[src/rtl/msw_pkg.sv]
package msw_pkg;
  localparam int LFSR_W = 16;
  typedef logic [LFSR_W-1:0] lfsr_t;

  // Galois shift with a maximal-length tap set for 16 bits.
  function automatic lfsr_t lfsr_step(input lfsr_t s);
    return {1'b0, s[LFSR_W-1:1]} ^ (s[0] ? 16'hB400 : 16'h0000);
  endfunction
endpackage

[src/rtl/msw_lfsr.sv]
module msw_lfsr
  import msw_pkg::*;
#(
  parameter lfsr_t SEED = 16'hACE1
) (
  input  logic  clk,
  input  logic  rst,
  output lfsr_t state
);
  localparam lfsr_t START = (SEED == '0) ? lfsr_t'(1) : SEED;

  always_ff @(posedge clk) begin
    if (rst) state <= START;
    else     state <= lfsr_step(state);
  end
endmodule

[src/rtl/msw_pick.sv]
module msw_pick
  import msw_pkg::*;
#(
  parameter int N = 2
) (
  input  logic [N-1:0] req,
  input  lfsr_t        rnd,
  output logic [N-1:0] gnt
);
  localparam int IDX_W = (N > 1) ? $clog2(N) : 1;

  int              base;
  int              pos;
  logic [IDX_W-1:0] idx;
  logic            found;

  always_comb begin
    gnt   = '0;
    found = 1'b0;
    base  = int'(rnd % lfsr_t'(N));
    pos   = 0;
    idx   = '0;
    for (int k = 0; k < N; k++) begin
      pos = (base + k) % N;
      idx = IDX_W'(pos);
      if (!found && req[idx]) begin
        gnt[idx] = 1'b1;
        found    = 1'b1;
      end
    end
  end
endmodule

[src/rtl/msw_slot.sv]
module msw_slot #(
  parameter int C      = 2,
  parameter int TAG_W  = 8,
  parameter int DATA_W = 8
) (
  input  logic              clk,
  input  logic              rst,
  input  logic              in_valid,
  output logic              in_ready,
  input  logic [TAG_W-1:0]  in_tag,
  input  logic [DATA_W-1:0] in_data,
  input  logic [C-1:0]      taken,
  output logic [C-1:0]      pend,
  output logic [TAG_W-1:0]  held_tag,
  output logic [DATA_W-1:0] held_data
);
  localparam int SUB_W = TAG_W / C;

  logic [C-1:0] want;
  logic         load;

  for (genvar j = 0; j < C; j++) begin : g_want
    assign want[j] = |in_tag[j*SUB_W +: SUB_W];
  end

  assign in_ready = ~|pend;
  assign load     = in_valid & in_ready;

  always_ff @(posedge clk) begin
    if (rst) begin
      pend      <= '0;
      held_tag  <= '0;
      held_data <= '0;
    end else if (load) begin
      pend      <= want;
      held_tag  <= in_tag;
      held_data <= in_data;
    end else begin
      pend      <= pend & ~taken;
    end
  end
endmodule

[src/rtl/msw_switch.sv]
module msw_switch
  import msw_pkg::*;
#(
  parameter int    C         = 2,
  parameter int    TAG_W     = 8,
  parameter int    DATA_W    = 8,
  parameter lfsr_t LFSR_SEED = 16'hACE1
) (
  input  logic                    clk,
  input  logic                    rst,
  input  logic [C-1:0]            in_valid,
  output logic [C-1:0]            in_ready,
  input  logic [C*TAG_W-1:0]      in_tag,
  input  logic [C*DATA_W-1:0]     in_data,
  output logic [C-1:0]            out_valid,
  input  logic [C-1:0]            out_ready,
  output logic [C*(TAG_W/C)-1:0]  out_tag,
  output logic [C*DATA_W-1:0]     out_data
);
  localparam int SUB_W = TAG_W / C;

  logic [C*C-1:0]      pend_flat;   // input i, output j at i*C+j
  logic [C*C-1:0]      grant_flat;  // output j, input i at j*C+i
  logic [C*C-1:0]      taken_flat;  // input i, output j at i*C+j
  logic [C*TAG_W-1:0]  held_tag_all;
  logic [C*DATA_W-1:0] held_data_all;

  for (genvar i = 0; i < C; i++) begin : g_in
    for (genvar j = 0; j < C; j++) begin : g_tk
      assign taken_flat[i*C+j] = grant_flat[j*C+i] & out_ready[j];
    end
    msw_slot #(.C(C), .TAG_W(TAG_W), .DATA_W(DATA_W)) u_slot (
      .clk       (clk),
      .rst       (rst),
      .in_valid  (in_valid[i]),
      .in_ready  (in_ready[i]),
      .in_tag    (in_tag[i*TAG_W +: TAG_W]),
      .in_data   (in_data[i*DATA_W +: DATA_W]),
      .taken     (taken_flat[i*C +: C]),
      .pend      (pend_flat[i*C +: C]),
      .held_tag  (held_tag_all[i*TAG_W +: TAG_W]),
      .held_data (held_data_all[i*DATA_W +: DATA_W])
    );
  end

  for (genvar j = 0; j < C; j++) begin : g_out
    localparam lfsr_t OSEED = LFSR_SEED ^ lfsr_t'((j + 1) * 16'h1357);

    logic [C-1:0]      req;
    logic [C-1:0]      pick;
    logic [C-1:0]      gnt;
    logic [C-1:0]      hold_q;
    logic              lock_q;
    lfsr_t             rnd;
    logic [SUB_W-1:0]  tag_mux;
    logic [DATA_W-1:0] data_mux;

    for (genvar i = 0; i < C; i++) begin : g_req
      assign req[i] = pend_flat[i*C+j];
    end

    msw_lfsr #(.SEED(OSEED)) u_lfsr (
      .clk   (clk),
      .rst   (rst),
      .state (rnd)
    );

    msw_pick #(.N(C)) u_pick (
      .req (req),
      .rnd (rnd),
      .gnt (pick)
    );

    // A stalled offer keeps its winner so the copy stays stable.
    assign gnt = lock_q ? hold_q : pick;
    assign grant_flat[j*C +: C] = gnt;
    assign out_valid[j] = |gnt;

    always_ff @(posedge clk) begin
      if (rst) begin
        lock_q <= 1'b0;
        hold_q <= '0;
      end else begin
        lock_q <= out_valid[j] & ~out_ready[j];
        hold_q <= gnt;
      end
    end

    always_comb begin
      tag_mux  = '0;
      data_mux = '0;
      for (int i = 0; i < C; i++) begin
        if (gnt[i]) begin
          tag_mux  = tag_mux  | held_tag_all[i*TAG_W + j*SUB_W +: SUB_W];
          data_mux = data_mux | held_data_all[i*DATA_W +: DATA_W];
        end
      end
    end

    assign out_tag[j*SUB_W +: SUB_W]    = tag_mux;
    assign out_data[j*DATA_W +: DATA_W] = data_mux;
  end
endmodule

[config.mk]
export PLATFORM = sky130hd
export DESIGN_NAME = msw_switch
export DESIGN_NICKNAME = d
export VERILOG_FILES = /design/src/rtl/msw_pkg.sv /design/src/rtl/msw_lfsr.sv /design/src/rtl/msw_pick.sv /design/src/rtl/msw_slot.sv /design/src/rtl/msw_switch.sv
export SDC_FILE = /design/constraint.sdc
export NUM_CORES = 1
export LEC_CHECK = 0
export ABC_AREA = 1
export BUFFER_PORTS_ARGS = -buffer_cell sky130_fd_sc_hd__buf_4
export CORE_ASPECT_RATIO = 2
export CORE_MARGIN = 2
export CORE_UTILIZATION = 57
export CTS_CLUSTER_SIZE = 16
export DETAILED_ROUTE_END_ITERATION = 6
export GPL_ROUTABILITY_DRIVEN = 1
export PLACE_DENSITY_LB_ADDON = 0.15
export SYNTH_ARGS = -nofsm -noshare
export SYNTH_HDL_FRONTEND = slang
export SYNTH_SLANG_ARGS = --single-unit
[constraint.sdc]
create_clock -name clk -period 3.6 [get_ports clk]
set_clock_uncertainty 0.2 [all_clocks]
set_input_delay 0.72 -clock clk [delete_from_list [all_inputs] [get_ports clk]]
set_output_delay 0.72 -clock clk [all_outputs]
set_load 0.005 [all_outputs]
Word-level counts from Yosys, hierarchy flattened
Cells that the tools add are included.

Register bits: 74. Bits of input ports: 38. Output and inout port bits: 28. Logic and storage cells: 98.

$add $sub $neg: 2. Magnitude comparators: 8. Multiplexer cells: 36. Bitwise gates (word level): 22. Reductions and logical operators: 18.

Operator list (count): $mux W16 (2); $mux W8 (4); $xor A15 B16 Y16 (2); $mux W2 (8); $mux W4 (4); $or A8 B8 Y8 (2); $reduce_or A4 Y1 (4); $mux W1 (14); $and A1 B1 Y1 (8); $lt A1 B2 Y1 const B (4); $or A4 B4 Y4 (2); $reduce_or A2 Y1 (4); $logic_and A1 B1 Y1 (6); $and A2 B2 Y2 (2); $demux W1 S1 (4); $ge A1 B1 Y1 const B (4); $logic_not A1 Y1 (4); $not A2 Y2 (2); $or A2 B2 Y2 (2); $add A1 B1 Y1 const B (2); $not A1 Y1 (2).

Depth between registers and ports, before layout
Gate-level depths: netlist (run 1).

Depth after elaboration: 12. Gate-level depth with buffers: 8. Gate-level depth less buffers: 7.

By module
Synthesis (run 1) repeated with hierarchy kept, for this count alone.

Cells, all modules: 399. Area, all modules: 2996.6 um2.

Modules (own cells, without submodules): msw_slot (times used 2, cells an instance 89, area each 698.2 um2, sequential area each 360.3 um2); msw_switch (times used 1, cells an instance 117, area each 605.6 um2, sequential area each 120.1 um2); msw_lfsr (g_out[0].u_lfsr) (times used 1, cells an instance 48, area each 471.7 um2, sequential area each 320.3 um2); msw_lfsr (g_out[1].u_lfsr) (times used 1, cells an instance 48, area each 467.9 um2, sequential area each 320.3 um2); msw_pick (times used 2, cells an instance 4, area each 27.5 um2, sequential area each 0.0 um2).

Worst setup path before layout (run 1)
Ideal clock, no wire load.

Kind: reg2out. From: register g_out[1].u_lfsr.state[0]. To: output out_data[8]. Arrival time: 0.919 ns. Data required time: 2.680 ns. Slack: 1.761 ns. Stages on the path, launching flop included: 8. Path buffers: 1. Cells stage by stage: dfxtp_1 buf_6 inv_1 nand2_1 nand2_1 nand2_4 inv_2 o21ai_1.

Word-level cells in the longest chain between the ends: 11. Elaborated cells on any way between the ends: 25. Those cells by class: add/sub: 1; order compare: 4; mux: 14; bitwise: 2; reduce/logical: 4.

RTL lines: from (decl) (RTL line msw_lfsr.sv:8) `output lfsr_t state`; from (signal assigned) (RTL line msw_lfsr.sv:14) `else state <= lfsr_step(state);`; $add A1 B1 Y1 (tied with other cells) (RTL line msw_pick.sv:24) `pos = (base + k) % N;`; $lt A1 B2 Y1 (not written as such) (tied with other cells) (RTL line msw_pick.sv:27) `gnt[idx] = 1'b1;`; $logic_and A1 B1 Y1 (not written as such) or $mux W1 (tied branches) (RTL line msw_pick.sv:27); $mux W1 (not written as such) or $demux W1 S1 (tied branches); $demux W1 S1 or $mux W2 (tied branches); $or A2 B2 Y2 (no source line); $mux W2 * (RTL line msw_pick.sv:26) `if (!found && req[idx]) begin`; $mux W2 * (RTL line msw_switch.sv:75) `assign gnt = lock_q ? hold_q : pick;`; $mux W8 (RTL line msw_switch.sv:93) `if (gnt[i]) begin`; $or A8 B8 Y8 (RTL line msw_switch.sv:95) `data_mux = data_mux | held_data_all[i*DATA_W +: DATA_W];`; $mux W8 * (RTL line msw_switch.sv:93); to (decl) (RTL line msw_switch.sv:18) `output logic [C*DATA_W-1:0] out_data`.

Mark *: on every way between the ends. The rest lies on a longest branch, timed or not. The select of a mux whose other input is x is not followed.

Worst setup path after layout (run 1)
From: register g_out[1].u_lfsr.state[0]. To: output out_valid[1].

Word-level cells in the longest chain between the ends: 9. Elaborated cells on any way between the ends: 23. Those cells by class: add/sub: 1; order compare: 4; mux: 12; bitwise: 1; reduce/logical: 5.

RTL lines: $add A1 B1 Y1 (tied with other cells) (RTL line msw_pick.sv:24); $lt A1 B2 Y1 (not written as such) (tied with other cells) (RTL line msw_pick.sv:27); $logic_and A1 B1 Y1 (not written as such) or $mux W1 (tied branches) (RTL line msw_pick.sv:27); $mux W1 (not written as such) or $demux W1 S1 (tied branches); $demux W1 S1 or $mux W2 (tied branches); $or A2 B2 Y2 (no source line); $mux W2 * (RTL line msw_pick.sv:26); $mux W2 * (RTL line msw_switch.sv:75); $reduce_or A2 Y1 * (RTL line msw_switch.sv:77) `assign out_valid[j] = |gnt;`; to (decl) (RTL line msw_switch.sv:15) `output logic [C-1:0] out_valid,`.

Marks and branches as above.

==> impl_results.md, run 1 <==
- Outcome: finished, final reports clean
- Worst vdd ir: 0.4654 mV
- Ys async rst share: 0%
- Clock Pin Slew Worst Setup and Hold Paths: 70 ps
- Longest Clk Path Bufs: 2
- Design area: 0.003497 mm2
- Final worst slack: 1067 ps
- Vias in the first global route: 2395
- Core area: 0.004865 mm2
- HP Start: g_out[0].u_lfsr.state[15]
- Fin crit share: 70.36%
- Flop pwr share: 49.8%
- Top cells by count, synth: dfxtp_1 (74), nand2_1 (64), nor2_1 (48)
- Power Dens Cells: 532.3 mW/mm2
- Final critical-path required period: 2533 ps
- Die area: 0.005621 mm2
- Clk pwr share: 34.5%
- Initial antenna violation count: 0
- First-pass GRT wire length: 9818 um
- Setup bufs post-CTS: 0
- Root buf cell: clkbuf_8
- Final WL: 6011 um
- Data arrival, critical path: 1610 ps
- Worst-path cell chain: nand2_1 > nand3_1 > nand2_2 > nor2_1 > inv_1 > buf_4
- Dpl cell area: 0.003292 mm2
- Row count: 36
- Routed len/inst: 12.63 um
- Max Slew Vio Count: 0
- Share of the synthesized area in the top cell type: 51.93%
- Worst R2R Path Depth: 5
- Antenna Cells: 0
- P_sw: 0.4884 mW
- Wl on met1: 2252 um
- Worst setup SP type: flip-flop
- Reg2reg start: g_in[0].u_slot.pend[0]
- Worst-Margin Slew: 805.8 ps
- Avg Cell Area, Syn: 8.036 um2
- Gr usage total: 23.54%
- Critical path class: flip-flop to primary output
- HPWL Detailed: 4295 um
- Crit path max fanout: 14
- Max-cap viol count: 0
- Synthesized flop and latch total: 74
- Metal2 WL: 3241 um
- Most numerous cell in the Yosys netlist: dfxtp_1
- CTS hold repair buffers: 0
- Yosys top cell by area: dfxtp_1
- Via density: 5.019
- Largest net degree at the start of global routing: 43
- Post-Syn Nets: 393
- Clk sinks: 74
- Hold worst-path end: g_out[0].u_lfsr.state[14]
- Die X: 54.03 um
- Fmax: 0.3948 GHz
- R2R Path End: g_in[0].u_slot.held_tag[1]
- I/O pin cnt: 66
- P_int: 1.373 mW
- Sequential area share after synthesis: 51.93%
- Post-placement setup slack: 1326 ps
- Cts repair resizes: 0
- Final nets: 452
- Total power: 1.862 mW
- Number of CTS-inserted buffers: 9
- Die Y: 104.0 um
- P&R area growth vs syn: 22.59%
- Yosys warns: 0
- Fin. Hold Viols: 0
- Post-Syn Instances: 355
- Post-synth EDFFs: 0
- Top Layer Used: met4
- Critical Path Max Stage Delay: 440 ps
- H-Tree Depth: 3
- Layout cells sized above 1: 28.64%
- Via count: 2389
- RSZ-0062 raised after global routing: false
- Slew margin rel.: 46.22%
- Routability cong.: 0.7836
- Initial core utilization: 58.64%
- Worst skew pair latency: 330 ps
- Top_reg_cell synth: dfxtp_1
- Combinational power share: 15.7%
- First-pass DRT Iterations: 5
- Final setup vio count: 0
- Critical path required time: 2680 ps
- Crit path from: g_out[1].u_lfsr.state[0]
- DR DRC count: 0
- Crit. End Element: primary output
- Net Sw Frac: 26.24%
- Cell variety after synth: 25
- CTS tree: yes
- I/O Buffers: 65
- Type of the worst min-delay path: flip-flop to flip-flop
- Mapped Area: 0.002853 mm2
- Hold path depth: 2
- Synth area leaders: dfxtp_1 (52%), nand2_1 (8.4%), nor2_1 (6.3%)
- Flop-to-flop setup slack: 2070 ps
- Post-layout util: 71.89%
- Post-route antenna net violation count: 0
- DRT iter0 DRCs: 55
- P_leak: 1.631 nW
- Slowest cell on crit path: dfxtp_1
- Remaining global-route overflow: 0
- Setup TNS: 0 ps
- DR WL met3: 277 um
-- worst max path at each step --
stage                                   to  slack [ps]  cells after the start
6_report                      out_valid[1]        1070                      6
5_1_grt                        out_data[8]         950                      7
4_1_cts                       out_valid[1]        1030                      6
3_5_place_dp   g_in[1].u_slot.held_data[0]        1330                      4
3_3_place_gp    g_in[1].u_slot.held_tag[4]        1380                      4
2_1_floorplan                  out_data[8]        1760                      7
-- per-layer routing --
layer / vias up / track usage [%]
li1: 1229 / -
met1: 1076 / 23.35
met2: 64 / 41.03
met3: 20 / 6.322
met4: 0 / 13.21
met5: - / 0
-- cells by family after synthesis --
group           share of synthesized area [%]
compound gates                          15.75
xor+xnor                               0.9212
buf+inv                                 9.517
flops                                   51.93
simple gates                            21.89
-- metrics by stage --
stage	cells	hold slack, ps
6_report	476	201.9
4_1_cts	476	204.5
3_5_place_dp	460	195.2
3_3_place_gp	460	190.3
5_1_grt	476	227.5
2_1_floorplan	355	188.3
-- state kept, by name, indices dropped and copies added (netlist names) --
register               count
g_out.hold_q               4
g_in.u_slot.held_tag      16
g_in.u_slot.held_data     16
g_out.u_lfsr.state        32
g_in.u_slot.pend           4
g_out.lock_q               2
-- layout make-up --
cell class	count	area (um2)
inverter	39	151.4
multi-input combinational	225	1100
timing repair buffer	65	488.0
sequential	74	1481
clock inverter	4	50.05
tap	57	71.32
fill	421	1368
clock buffer	12	155.1
-- power groups by stage --
stage | Sequential, mW | Combinational, mW | Clock [mW]
finish | 0.926 | 0.293 | 0.642
global route | 0.933 | 0.328 | 0.690
CTS | 0.926 | 0.296 | 0.655
detailed placement | 0.944 | 0.294 | 0
global placement | 0.943 | 0.287 | 0
floorplan | 0.934 | 0.198 | 0
-- layout by cell type (no fill, tap or decap) --
cell / instances
dfxtp_1: 74
buf_4: 65
nand2_1: 64
nor2_1: 48
inv_1: 35
o21ai_0: 30
a21oi_1: 24
or2_2: 15
o21ai_1: 13
clkbuf_8: 11
o21ai_2: 10
nand3_1: 5
nand2_2: 3
inv_2: 3
nand2_4: 3
a21oi_2: 3
xnor2_1: 3
nor2_4: 2
nor3_1: 2
clkinvlp_4: 2
inv_6: 1
clkinv_2: 1
clkbuf_1: 1
bufinv_16: 1
-- worst max-delay path: cells and delay by family (launching register included) --
kind          cells  cell delay (ps)
buf+inv           2              210
flops             1              440
simple gates      4              620
(Power assumes the default switching activity.)
==> inputs of run 2 (changes only) <==
--- a/config.mk
+++ b/config.mk
@@ -9,7 +9,7 @@
 export BUFFER_PORTS_ARGS = -buffer_cell sky130_fd_sc_hd__buf_4
 export CORE_ASPECT_RATIO = 2
 export CORE_MARGIN = 2
-export CORE_UTILIZATION = 57
+export CORE_UTILIZATION = 53
 export CTS_CLUSTER_SIZE = 16
 export DETAILED_ROUTE_END_ITERATION = 6
 export GPL_ROUTABILITY_DRIVEN = 1
==> constraint.sdc (replaced) <==
create_clock -name clk -period 2.65 [get_ports clk]
set_clock_uncertainty 0.2 [all_clocks]
set_input_delay 0.53 -clock clk [delete_from_list [all_inputs] [get_ports clk]]
set_output_delay 0.53 -clock clk [all_outputs]
set_load 0.005 [all_outputs]
==> impl_results.md, run 2 (synthesis results as in run 1) <==
- Longest Clk Path Bufs: 2 (unchanged)
- Fin. Hold Viols: 0 (unchanged)
- Core area: 0.005185 mm2 (was 0.004865 mm2)
- Row count: 37 (was 36)
- Final WL: 6094 um (was 6011 um)
- Number of CTS-inserted buffers: 9 (unchanged)
- Type of the worst min-delay path: input port to flip-flop (was flip-flop to flip-flop)
- HPWL Detailed: 4435 um (was 4295 um)
- Crit path buf inv count: 2 (unchanged)
- Power Dens Cells: 709.8 mW/mm2 (was 532.3 mW/mm2)
- Slew margin rel.: 74.71% (was 46.22%)
- Total power: 2.479 mW (was 1.862 mW)
- Critical path class: flip-flop to primary output (unchanged)
- Critical path required time: 1920 ps (was 2680 ps)
- Setup bufs post-CTS: 0 (unchanged)
- Final nets: 454 (was 452)
- Worst-path cell chain: nand2_1 > nand3_1 > nand2_2 > nor2_1 > inv_1 > buf_4 (unchanged)
- Post-route antenna net violation count: 0 (unchanged)
- Via count: 2373 (was 2389)
- First-pass GRT wire length: 9735 um (was 9818 um)
- Routed len/inst: 12.72 um (was 12.63 um)
- Clock Pin Slew Worst Setup and Hold Paths: 70 ps (about the same)
- Worst-Margin Slew: 379.3 ps (was 805.8 ps)
- Via density: 4.954 (was 5.019)
- Data arrival, critical path: 1580 ps (was 1610 ps)
- Initial core utilization: 55.02% (was 58.64%)
- Die X: 55.88 um (was 54.03 um)
- Crit path max fanout: 14 (unchanged)
- Worst setup SP type: flip-flop (unchanged)
- Worst vdd ir: 0.5989 mV (was 0.4654 mV)
- FILL cells: 479 (was 421)
- H-Tree Depth: 3 (unchanged)
- P_leak: 1.638 nW (was 1.631 nW)
- Largest register by flop count: g_out.u_lfsr.state (unchanged)
- First-pass DRT Iterations: 5 (unchanged)
- P&R area growth vs syn: 22.46% (was 22.59%)
- Die area: 0.006021 mm2 (was 0.005621 mm2)
- Delay-heaviest family, CP: simple AND/OR/NAND/NOR gates (unchanged)
- Fmax: 0.4332 GHz
- Crit. End Element: primary output (unchanged)
- I/O Buffers: 65 (unchanged)
- Antenna Cells: 0 (unchanged)
- Routability cong.: 0.7739 (was 0.7836)
- Final critical-path required period: 2308 ps
- Outcome: finished, final reports clean (unchanged)
- Max reg flops: 32 (unchanged)
- Fin crit share: 87.11%
- Max-cap viol count: 0 (unchanged)
- DRT iter0 DRCs: 71 (was 55)
- Vias in the first global route: 2310 (was 2395)
- CTS hold repair buffers: 0 (unchanged)
- DR DRC count: 0 (unchanged)
- Cts repair resizes: 0 (unchanged)
- Critical Path Max Stage Delay: 440 ps (about the same)
- Slowest cell on crit path: dfxtp_1 (unchanged)
- Commonest non-fill, non-tap cell in the layout: dfxtp_1 (unchanged)
- Max Slew Vio Count: 0 (unchanged)
- Root buf cell: clkbuf_8 (unchanged)
- Gr usage total: 21.41% (was 23.54%)
- Clk sinks: 74 (unchanged)
- RSZ-0062 raised after global routing: false (unchanged)
- Die Y: 107.8 um (was 104.0 um)
- Remaining global-route overflow: 0 (unchanged)
- Largest net degree at the start of global routing: 42 (was 43)
- Initial antenna violation count: 0 (unchanged)
- Final setup vio count: 0 (unchanged)
- Worst skew pair latency: 350 ps (was 330 ps)
- Setup TNS: 0 ps (unchanged)
- Most frequent cells in the layout: dfxtp_1 (74), buf_4 (67), nand2_1 (64), nor2_1 (48), inv_1 (35) (was dfxtp_1 (74), buf_4 (65), nand2_1 (64), nor2_1 (48), inv_1 (35))
- Layout cells sized above 1: 28.98% (was 28.64%)
- Post-layout util: 67.37% (was 71.89%)
- I/O pin cnt: 66 (unchanged)
- CTS tree: yes (unchanged)
- Largest regs: g_out.u_lfsr.state (32), g_in.u_slot.held_data (16), g_in.u_slot.held_tag (16) (unchanged)
[run 2: changes by cell type in the layout (fill, tap and decap cells not counted), sizes merged]
cell,delta
buf,+2
clkinv,+3
clkinvlp,-1
clkbuf,-2
[run 2: worst paths after layout]
path / slack (ps) / startpoint / to / depth (start not counted)
max: 340 / g_out[1].u_lfsr.state[0] / out_valid[1] / 6
min: 160 / out_ready[1] / g_out[1].lock_q / 2
max reg2reg: 1170 / g_in[0].u_slot.pend[0] / g_in[0].u_slot.pend[1] / 5
min reg2reg: 210 / g_out[1].u_lfsr.state[12] / g_out[1].u_lfsr.state[11] / 1
[run 2: layout make-up]
type | count | area (um2) | area share, %
Multi-Input combinational cell | 225 | 1100 | 31.48
Tap cell | 58 | 72.57 | 2.077
Sequential cell | 74 | 1481 | 42.41
Timing Repair Buffer | 67 | 503.0 | 14.40
Clock buffer | 10 | 127.6 | 3.653
Inverter | 39 | 151.4 | 4.334
Clock inverter | 6 | 57.56 | 1.648
[run 2: worst reg2reg max path: stages, from the launching register on]
cell and delay (ps):
dfxtp_1 370, nor2_4 170, nand2_4 120, inv_2 300, nand2_1 100, a21oi_1 160
[run 2: power breakdown]
part / internal (mW) / switching [mW] / leakage, nW
Clock: 0.428 / 0.395 / 0.0958
Combinational: 0.174 / 0.225 / 0.928
Sequential: 1.21 / 0.0499 / 0.614
[run 2: layer usage]
| metal | track usage [%] | share of wire (%) |
|---|---|---|
| met1 | 22.74 | 39 |
| met2 | 36.48 | 51 |
| met3 | 5.409 | 4.8 |
| met4 | 14.80 | 5.1 |
| met5 | 0 | 0 |
[run 2: through the flow]
stage          hold WS, ps  instances  cell area (um2)  setup WS [ps]
2_1_floorplan        188.3        355             2853           1001
3_3_place_gp         193.8        463             3308          728.2
3_5_place_dp         195.2        463             3308          702.9
4_1_cts              157.2        479             3493          311.1
5_1_grt              165.6        479             3493          228.3
6_report             163.7        479             3493          341.6
